## src/rtl/ddr_mode_pkg.sv

```systemverilog
package ddr_mode_pkg;

  localparam int ADDR_W = 13;

  typedef enum logic [1:0] {
    SEL_BASE = 2'b00,
    SEL_EXT  = 2'b01,
    SEL_NONE = 2'b10
  } reg_sel_e;

  typedef enum logic [1:0] {
    OP_NORMAL = 2'b00,
    OP_DLLRST = 2'b01,
    OP_RSVD   = 2'b10
  } op_e;

  localparam logic [2:0] CL_TWO      = 3'b010;
  localparam logic [2:0] CL_TWO_HALF = 3'b110;

  typedef struct packed {
    logic [2:0] cl;
    logic       bt;
    logic [2:0] bl;
  } base_t;

  typedef struct packed {
    logic dll_en;
    logic drv_half;
    logic qfc_en;
  } ext_t;

  localparam base_t BASE_RST = '{cl: CL_TWO_HALF, bt: 1'b0, bl: 3'b001};
  localparam ext_t  EXT_RST  = '{dll_en: 1'b1, drv_half: 1'b0, qfc_en: 1'b0};

endpackage

```

## src/rtl/mrs_decode.sv

```systemverilog
module mrs_decode
  import ddr_mode_pkg::*;
(
  input  logic [1:0]        ba,
  input  logic [ADDR_W-1:0] addr,
  output reg_sel_e          sel,
  output op_e               op,
  output logic              cas_ok,
  output base_t             base_d,
  output ext_t              ext_d
);

  logic [5:0] mode_bits;

  always_comb begin
    mode_bits = addr[12:7];
    if (ba[1])      sel = SEL_NONE;
    else if (ba[0]) sel = SEL_EXT;
    else            sel = SEL_BASE;

    if (mode_bits == 6'b000000)      op = OP_NORMAL;
    else if (mode_bits == 6'b000010) op = OP_DLLRST;
    else                             op = OP_RSVD;

    base_d.cl = addr[6:4];
    base_d.bt = addr[3];
    base_d.bl = addr[2:0];
    cas_ok    = (addr[6:4] == CL_TWO) || (addr[6:4] == CL_TWO_HALF);

    ext_d.dll_en   = ~addr[0];
    ext_d.drv_half = addr[1];
    ext_d.qfc_en   = addr[2];
  end

endmodule

```

## src/rtl/mode_regs.sv

```systemverilog
module mode_regs
  import ddr_mode_pkg::*;
(
  input  logic  clk,
  input  logic  rst_n,
  input  logic  base_we,
  input  logic  ext_we,
  input  base_t base_d,
  input  ext_t  ext_d,
  output base_t base_q,
  output ext_t  ext_q
);

  base_t base_nx;
  ext_t  ext_nx;

  always_comb begin
    base_nx = base_q;
    ext_nx  = ext_q;
    if (base_we) base_nx = base_d;
    if (ext_we)  ext_nx  = ext_d;
  end

  always_ff @(posedge clk or negedge rst_n) begin
    if (!rst_n) begin
      base_q <= BASE_RST;
      ext_q  <= EXT_RST;
    end else begin
      base_q <= base_nx;
      ext_q  <= ext_nx;
    end
  end

endmodule

```

## src/rtl/mrs_seq_check.sv

```systemverilog
module mrs_seq_check
  import ddr_mode_pkg::*;
#(
  parameter int MRD_CYCLES = 2
)(
  input  logic     clk,
  input  logic     rst_n,
  input  logic     cmd_valid,
  input  reg_sel_e sel,
  input  op_e      op,
  input  logic     cas_ok,
  input  logic     dll_en_req,
  input  logic     banks_idle,
  input  logic     burst_active,
  output logic     base_we,
  output logic     ext_we,
  output logic     busy,
  output logic     dll_reset_pulse,
  output logic     err_reserved_mode,
  output logic     err_cas,
  output logic     err_emr_busy,
  output logic     err_too_soon,
  output logic     warn_dll_no_reset,
  output logic     adv_no_normal
);

  localparam int CNT_W = (MRD_CYCLES < 1) ? 1 : $clog2(MRD_CYCLES + 1);

  logic [CNT_W-1:0] cnt_q, cnt_d;
  logic need_rst_q, need_rst_d;
  logic need_norm_q, need_norm_d;
  logic [6:0] flag_q, flag_d;
  logic load, take, is_base, is_ext, base_ok, ext_ok, rst_ok, norm_ok;

  assign busy = (cnt_q != '0);

  always_comb begin
    load    = cmd_valid && (sel != SEL_NONE);
    take    = load && !busy;
    is_base = (sel == SEL_BASE);
    is_ext  = (sel == SEL_EXT);
    base_ok = take && is_base && (op != OP_RSVD) && cas_ok;
    ext_ok  = take && is_ext && banks_idle && !burst_active;
    rst_ok  = base_ok && (op == OP_DLLRST);
    norm_ok = base_ok && (op == OP_NORMAL);
    base_we = base_ok;
    ext_we  = ext_ok;

    if (base_ok || ext_ok) cnt_d = CNT_W'(MRD_CYCLES);
    else if (busy)         cnt_d = cnt_q - 1'b1;
    else                   cnt_d = cnt_q;

    need_rst_d  = take ? (ext_ok && dll_en_req) : need_rst_q;
    need_norm_d = take ? rst_ok : need_norm_q;

    flag_d[6] = rst_ok;
    flag_d[5] = take && is_base && (op == OP_RSVD);
    flag_d[4] = take && is_base && !cas_ok;
    flag_d[3] = take && is_ext && !(banks_idle && !burst_active);
    flag_d[2] = load && busy;
    flag_d[1] = take && need_rst_q && !rst_ok;
    flag_d[0] = take && need_norm_q && !norm_ok;
  end

  always_ff @(posedge clk or negedge rst_n) begin
    if (!rst_n) begin
      cnt_q       <= '0;
      need_rst_q  <= 1'b0;
      need_norm_q <= 1'b0;
      flag_q      <= '0;
    end else begin
      cnt_q       <= cnt_d;
      need_rst_q  <= need_rst_d;
      need_norm_q <= need_norm_d;
      flag_q      <= flag_d;
    end
  end

  assign dll_reset_pulse   = flag_q[6];
  assign err_reserved_mode = flag_q[5];
  assign err_cas           = flag_q[4];
  assign err_emr_busy      = flag_q[3];
  assign err_too_soon      = flag_q[2];
  assign warn_dll_no_reset = flag_q[1];
  assign adv_no_normal     = flag_q[0];

endmodule

```

## src/rtl/ddr_mode_ctl.sv

```systemverilog
module ddr_mode_ctl
  import ddr_mode_pkg::*;
#(
  parameter int MRD_CYCLES = 2
)(
  input  logic              clk,
  input  logic              rst_n,
  input  logic              cmd_valid,
  input  logic [1:0]        ba,
  input  logic [ADDR_W-1:0] addr,
  input  logic              banks_idle,
  input  logic              burst_active,
  output logic [2:0]        cas_lat,
  output logic              burst_type,
  output logic [2:0]        burst_len,
  output logic              dll_en,
  output logic              drive_half,
  output logic              qfc_en,
  output logic              dll_reset_pulse,
  output logic              busy,
  output logic              err_reserved_mode,
  output logic              err_cas,
  output logic              err_emr_busy,
  output logic              err_too_soon,
  output logic              warn_dll_no_reset,
  output logic              adv_no_normal
);

  logic [1:0] rst_pipe;
  logic       rst_int_n;

  always_ff @(posedge clk or negedge rst_n) begin
    if (!rst_n) rst_pipe <= 2'b00;
    else        rst_pipe <= {rst_pipe[0], 1'b1};
  end
  assign rst_int_n = rst_pipe[1];

  reg_sel_e sel;
  op_e      op;
  logic     cas_ok, base_we, ext_we;
  base_t    base_d, base_q;
  ext_t     ext_d, ext_q;

  mrs_decode u_dec (
    .ba     (ba),
    .addr   (addr),
    .sel    (sel),
    .op     (op),
    .cas_ok (cas_ok),
    .base_d (base_d),
    .ext_d  (ext_d)
  );

  mrs_seq_check #(.MRD_CYCLES(MRD_CYCLES)) u_seq (
    .clk               (clk),
    .rst_n             (rst_int_n),
    .cmd_valid         (cmd_valid),
    .sel               (sel),
    .op                (op),
    .cas_ok            (cas_ok),
    .dll_en_req        (ext_d.dll_en),
    .banks_idle        (banks_idle),
    .burst_active      (burst_active),
    .base_we           (base_we),
    .ext_we            (ext_we),
    .busy              (busy),
    .dll_reset_pulse   (dll_reset_pulse),
    .err_reserved_mode (err_reserved_mode),
    .err_cas           (err_cas),
    .err_emr_busy      (err_emr_busy),
    .err_too_soon      (err_too_soon),
    .warn_dll_no_reset (warn_dll_no_reset),
    .adv_no_normal     (adv_no_normal)
  );

  mode_regs u_regs (
    .clk     (clk),
    .rst_n   (rst_int_n),
    .base_we (base_we),
    .ext_we  (ext_we),
    .base_d  (base_d),
    .ext_d   (ext_d),
    .base_q  (base_q),
    .ext_q   (ext_q)
  );

  assign cas_lat    = base_q.cl;
  assign burst_type = base_q.bt;
  assign burst_len  = base_q.bl;
  assign dll_en     = ext_q.dll_en;
  assign drive_half = ext_q.drv_half;
  assign qfc_en     = ext_q.qfc_en;

endmodule

```

## config.mk

```make
export PLATFORM = sky130hd
export DESIGN_NAME = ddr_mode_ctl
export DESIGN_NICKNAME = d
export VERILOG_FILES = /design/src/rtl/ddr_mode_pkg.sv /design/src/rtl/mrs_decode.sv /design/src/rtl/mode_regs.sv /design/src/rtl/mrs_seq_check.sv /design/src/rtl/ddr_mode_ctl.sv
export SDC_FILE = /design/constraint.sdc
export NUM_CORES = 1
export LEC_CHECK = 0
export ABC_AREA = 1
export BUFFER_PORTS_ARGS = -buffer_cell sky130_fd_sc_hd__buf_4
export CORE_MARGIN = 5
export CORE_UTILIZATION = 42
export DETAILED_ROUTE_END_ITERATION = 8
export GPL_ROUTABILITY_DRIVEN = 0
export PLACE_DENSITY_LB_ADDON = 0.25
export SLEW_MARGIN = 30
export SYNTH_ARGS = -nofsm -noshare
export SYNTH_HDL_FRONTEND = slang
export SYNTH_SLANG_ARGS = --single-unit
```

## constraint.sdc

```tcl
create_clock -name clk -period 0.8 [get_ports clk]
set_input_delay 0.04 -clock clk [delete_from_list [all_inputs] [get_ports clk]]
set_output_delay 0.04 -clock clk [all_outputs]
set_load 0.1 [all_outputs]
```

Word-level counts from Yosys, hierarchy flattened:

Cells that the tools add are included.

* flip-flop bits (word level): 23
* logic and storage cells: 60
* bits of input ports: 20

* bitwise gates (word level): 1
* reduce and logical (&&, ||, !) cells: 33
* mux-type cells: 6
* $add $sub $neg: 1
* equal/unequal tests: 8

Operators by type and width (count)
* 1-bit logical AND: 20
* 2-bit two-way mux: 5
* 6-bit by 2-bit == test with 1-bit output, second input constant: 1
* 1-bit zero test: 6
* 6-bit zero test: 1
* 2-bit by 1-bit == test with 1-bit output, second input constant: 2
* 2-bit zero test: 2
* 2-bit != test, second input constant: 2
* 2-bit nonzero test: 2
* 3-bit by 2-bit == test with 1-bit output, second input constant: 1
* 3-bit == test, second input constant: 1
* 2-bit == test, second input constant: 1
* 1-bit logical OR: 2
* 2-bit by 1-bit subtractor with 2-bit output, second input constant: 1
* 1-bit two-way mux: 1
* 1-bit NOT: 1

Logic depth before layout (Yosys ltp):

* word-level depth: 11
* mapped depth: 9
* mapped depth without buffers: 7

By module:

Synthesis repeated with hierarchy kept, for this count alone.

* cells, all modules: 121
* area, all modules: 1119.8 µm²

By module, submodules not included
* mrs_seq_check: area an instance 553.0 µm², cells an instance 53, sequential area each 275.3 µm², instances 1
* mode_regs: area an instance 386.6 µm², cells an instance 43, sequential area each 255.2 µm², instances 1
* mrs_decode: area an instance 126.4 µm², cells an instance 22, sequential area each 0.0 µm², instances 1
* ddr_mode_ctl: area an instance 53.8 µm², cells an instance 3, sequential area each 50.0 µm², instances 1

Worst setup path before layout:

Ideal clock, no wire load.

* path kind: reg-to-reg
* start point: register u_seq.cnt_q[0]
* end point: register u_regs.base_q[1] (netlist name)
* data required time: 0.678 ns
* arrival time: 1.282 ns
* period minus slack after synthesis: 1.404 ns
* setup slack: -0.604 ns
* cell stages (with the launch flop): 10
* buffers on the path: 2
* setup time: 0.122 ns
* cell sequence: dfrtp_1 -> inv_1 -> ha_1 -> buf_6 -> nand3_4 -> nor2_8 -> nand3_4 -> buf_6 -> nand2_1 -> nand2_1

* cells in the longest elaborated chain, start to end: 6

RTL lines
* start: declaration: line mrs_seq_check.sv:29 `logic [CNT_W-1:0] cnt_q, cnt_d;`
* start signal: assignment: line mrs_seq_check.sv:72 `cnt_q <= cnt_d;`
* 2-bit nonzero test: line mrs_seq_check.sv:35 `assign busy = (cnt_q != '0);`
* 1-bit zero test: line mrs_seq_check.sv:39 `take = load && !busy;`
* 1-bit logical AND: line mrs_seq_check.sv:39
* 1-bit logical AND (3 in series): line mrs_seq_check.sv:42 `base_ok = take && is_base && (op != OP_RSVD) && cas_ok;`

No other way between the ends.
A chain may end at the register's enable or synchronous reset.

Final worst setup path:

* start point: register u_seq.cnt_q[1]
* end point: register u_seq.flag_q[1]

* cells in the longest elaborated chain, start to end: 9
* elaborated cells between the ends (all ways): 10
* those cells by class: reduce/logical: 10

RTL lines
* 2-bit nonzero test *: line mrs_seq_check.sv:35
* 1-bit zero test *: line mrs_seq_check.sv:39
* 1-bit logical AND *: line mrs_seq_check.sv:39
* 1-bit logical AND (3 in series): line mrs_seq_check.sv:42
* 1-bit logical AND: line mrs_seq_check.sv:44 `rst_ok = base_ok && (op == OP_DLLRST);`
* 1-bit zero test: line mrs_seq_check.sv:61 `flag_d[1] = take && need_rst_q && !rst_ok;`
* 1-bit logical AND *: line mrs_seq_check.sv:61
* via u_seq.flag_d[1]: line mrs_seq_check.sv:32 `logic [6:0] flag_q, flag_d;`
* end signal: assignment: line mrs_seq_check.sv:75 `flag_q <= flag_d;`
* end: declaration: line mrs_seq_check.sv:32

The timed path passes the listed nets; every way through them passes the cells marked *.

==> results.py <==
metrics = {
    "placement": {
        "portBuffers": 37,
        "dp_hpwl_um": 1650,
    },
    "worst_setup_path": {
        "r2r_cells": 7,
        "endpoint": "u_seq.flag_q[1]$_DFF_PN0_",
        "crit_path_start": "u_seq.cnt_q[1]$_DFFE_PN0P_",
        "critPathKind": "reg -> reg",
        "max_stage_delay_ns": 0.43,
        "worstSetupStartpointType": "flop",
        "crit_chain": "inv_2 > ha_4 > nand3_4 > nor2_8 > nand3_4 > nor2_4 > nor2_1",
        "worst-r2r-setup-slack_ns": -0.66,
        "worst_setup_path_end_kind": "flop",
        "cp.depth": 7,
        "cpMaxStageDelayCell": "dfrtp_1",
        "regToRegEndpoint": "u_seq.flag_q[1]$_DFF_PN0_",
        "crit_required_ns": 1.01,
        "cp_num_buf_inv": 1,
        "crit_arrival_ns": 1.67,
        "crit_top_cell": "nand3_4",
        "cp_top_family": "simple AND/OR/NAND/NOR gates",
        "r2r_start": "u_seq.cnt_q[1]$_DFFE_PN0P_",
        "path_max_fanout": 6,
    },
    "clock_tree": {
        "clkTransAtPathRegs_ns": 0.13,
        "cts_buffers": 3,
        "clk_latency_ns": 0.32,
        "cts_tree": "yes",
        "htree_levels": 1,
        "clock_path_buffers": 2,
        "root_buffer": "clkbuf_4",
        "cts.sinks": 23,
    },
    "floorplan": {
        "dieArea_mm2": 0.00349,
        "start_util": 0.449,
        "die_h_um": 59.1,
        "coreArea_mm2": 0.00225,
        "rows": 17,
        "die_width_um": 59.1,
        "io_pins": 38,
    },
    "synthesis": {
        "ys_seq_area_frac": 0.574,
        "syn_nets": 125,
        "ys_ff_latch": 23,
        "avgSynthCellArea_um2": 9.73,
        "synthCells": 104,
        "syn_area_mm2": 0.00101,
        "yosys_warnings": 0,
        "synth_cell_types": 20,
    },
    "power": {
        "power.total_mw": 4.67,
        "p_per_area_mw_per_mm2": 2490,
        "p_leak_nw": 0.893,
        "irDropWorstVdd_mv": 2.14,
    },
    "route": {
        "wl_per_cell_um": 16.1,
        "drtAntennaViolNets": 0,
        "drt_wl_total_um": 3200,
        "drt_first_iter_violations": 19,
        "drc": 0,
        "viasPerCell": 4.95,
        "vias": 985,
        "first_pass_iters": 4,
    },
    "timing": {
        "finClkSkew_ns": 0.00867,
        "finalCriticalPeriod_ns": 1.46,
        "hold_violations": 0,
        "rsz0062_at_grt": "yes",
        "post-route-worst-setup-slack_ns": -0.660,
        "finalMaxSlewViolations": 0,
        "fmax_mhz": 685,
        "setup-tns-final_ns": -16.31,
        "finalCritPeriodShare": 1.82,
        "setup_violations": 39,
    },
    "finish": {
        "area_growth_pct": 85.2,
        "drive_above_1_share": 0.567,
        "final_nets": 193,
        "diodes": 0,
        "fillers": 122,
    },
    "grt": {
        "grt_first_pass_wirelength_um": 4320,
        "grt_pass1_vias": 955,
        "grt_max_degree": 22,
        "grt_overflow": 0,
        "antenna_found_initial": 0,
        "track_usage": 0.165,
    },
    "job": {
        "timing.max_cap.violations": 0,
    },
    "worst_hold_path": {
        "hp-class": "in -> async",
    },
    "outcome": {
        "outcome": "complete, but fails checks",
        "violations": "setup timing",
    },
}
-- how the worst min path moves through the flow --
stage | to | slack [ns] | depth (start not counted) | start
floorplan | rst_pipe[0]$_DFF_PN0_ | -0.26 | 0 | rst_n
global placement | rst_pipe[1]$_DFF_PN0_ | -0.18 | 1 | rst_n
detailed placement | rst_pipe[1]$_DFF_PN0_ | -0.18 | 1 | rst_n
CTS | u_seq.flag_q[1]$_DFF_PN0_ | 0.007 | 4 | ba[1]
global route | rst_pipe[0]$_DFF_PN0_ | 0.02 | 2 | rst_n
finish | rst_pipe[0]$_DFF_PN0_ | 0.02 | 2 | rst_n
-- cell type report --
type | count | area, um2 | area share
timing repair buffer | 63 | 704 | 0.376
inverter | 18 | 70.1 | 0.0374
sequential | 23 | 612 | 0.326
tap | 28 | 35.0 | 0.0187
multi-input combinational | 63 | 425 | 0.227
clock buffer | 3 | 22.5 | 0.0120
clock inverter | 1 | 5.00 | 0.00267
-- metrics by stage --
step	setup slack (ns)	hold WS [ns]	instances	util	cell area, um2
after floorplan	-0.595	-0.256	104	-	1040
after global placement	-0.538	-0.177	176	0.627	1410
after detailed placement	-0.559	-0.176	176	0.627	1410
after CTS	-0.551	0.00683	194	0.774	1740
after global routing	-0.726	0.0186	199	0.831	1870
final	-0.660	0.0186	199	0.831	1870
-- registers in the layout, summed over array words and instances (netlist names) --
name	flops
u_seq.flag_q	7
u_seq.need_norm_q	1
u_seq.need_rst_q	1
u_seq.cnt_q	2
u_regs.base_q	7
rst_pipe	2
u_regs.ext_q	3
-- repair_timing --
item,4_1_cts,5_1_grt
resized for setup,42,25
hold buffers,11,0
endpoints found under the hold margin,14,0
pin swaps,3,6
gates cloned,1,1
endpoints found under the setup margin,39,39
buffers inserted,2,4
-- cells in the mapped netlist, drive strengths merged --
library cell	n	share of area
nand2	23	0.085
ha	1	0.012
a21oi	1	0.0049
nand4	1	0.0062
a211oi	1	0.0074
dfrtp	19	0.47
xor2	1	0.0087
nand3	11	0.084
nor2	16	0.10
inv	18	0.067
o21ai	5	0.025
conb	1	0.0037
dfstp	4	0.10
buf	2	0.022
-- cells in the final DEF (no fill, tap or decap), types with 3 or more instances in the layout --
master | synthesis | layout
buf_12 | 0 | 13
inv_1 | 18 | 15
nand3_4 | 2 | 4
buf_6 | 2 | 7
clkbuf_4 | 0 | 3
dfrtp_1 | 19 | 6
nand2_1 | 23 | 20
o21ai_2 | 0 | 3
dfstp_4 | 0 | 4
nor2_1 | 11 | 8
nand2_2 | 0 | 3
buf_4 | 0 | 30
nand3_1 | 8 | 8
dfrtp_2 | 0 | 13
dlygate4sd3_1 | 0 | 11
nor2_4 | 3 | 4
nor2_2 | 1 | 3
-- cell families (layout without fill, tap and decap cells) --
| logic type | after synthesis | count (layout) | share of synthesized area |
|---|---|---|---|
| buffers and inverters | 20 | 85 | 0.0890 |
| AOI/OAI and AO/OA | 7 | 7 | 0.0371 |
| xor gates and xnor gates | 1 | 1 | 0.00865 |
| other | 1 | 1 | 0.00370 |
| adders and majority gates | 1 | 1 | 0.0124 |
| DFF | 23 | 23 | 0.574 |
| and+or+nand+nor | 51 | 53 | 0.276 |
-- routing by layer --
layer	GRT usage	wire length, um	share of wire
met1	0.203	1230	0.39
met2	0.281	1640	0.51
met3	0.0240	175	0.055
met4	0.0809	147	0.046
met5	0	0	0
-- report_power, final --
part           leakage [nW]  internal [mW]  switching, mW
registers             0.277           1.37          0.152
logic                 0.599           1.06           1.56
clock network        0.0177          0.187          0.348
total                 0.893           2.61           2.06
Power figures use the tool's default switching activity.
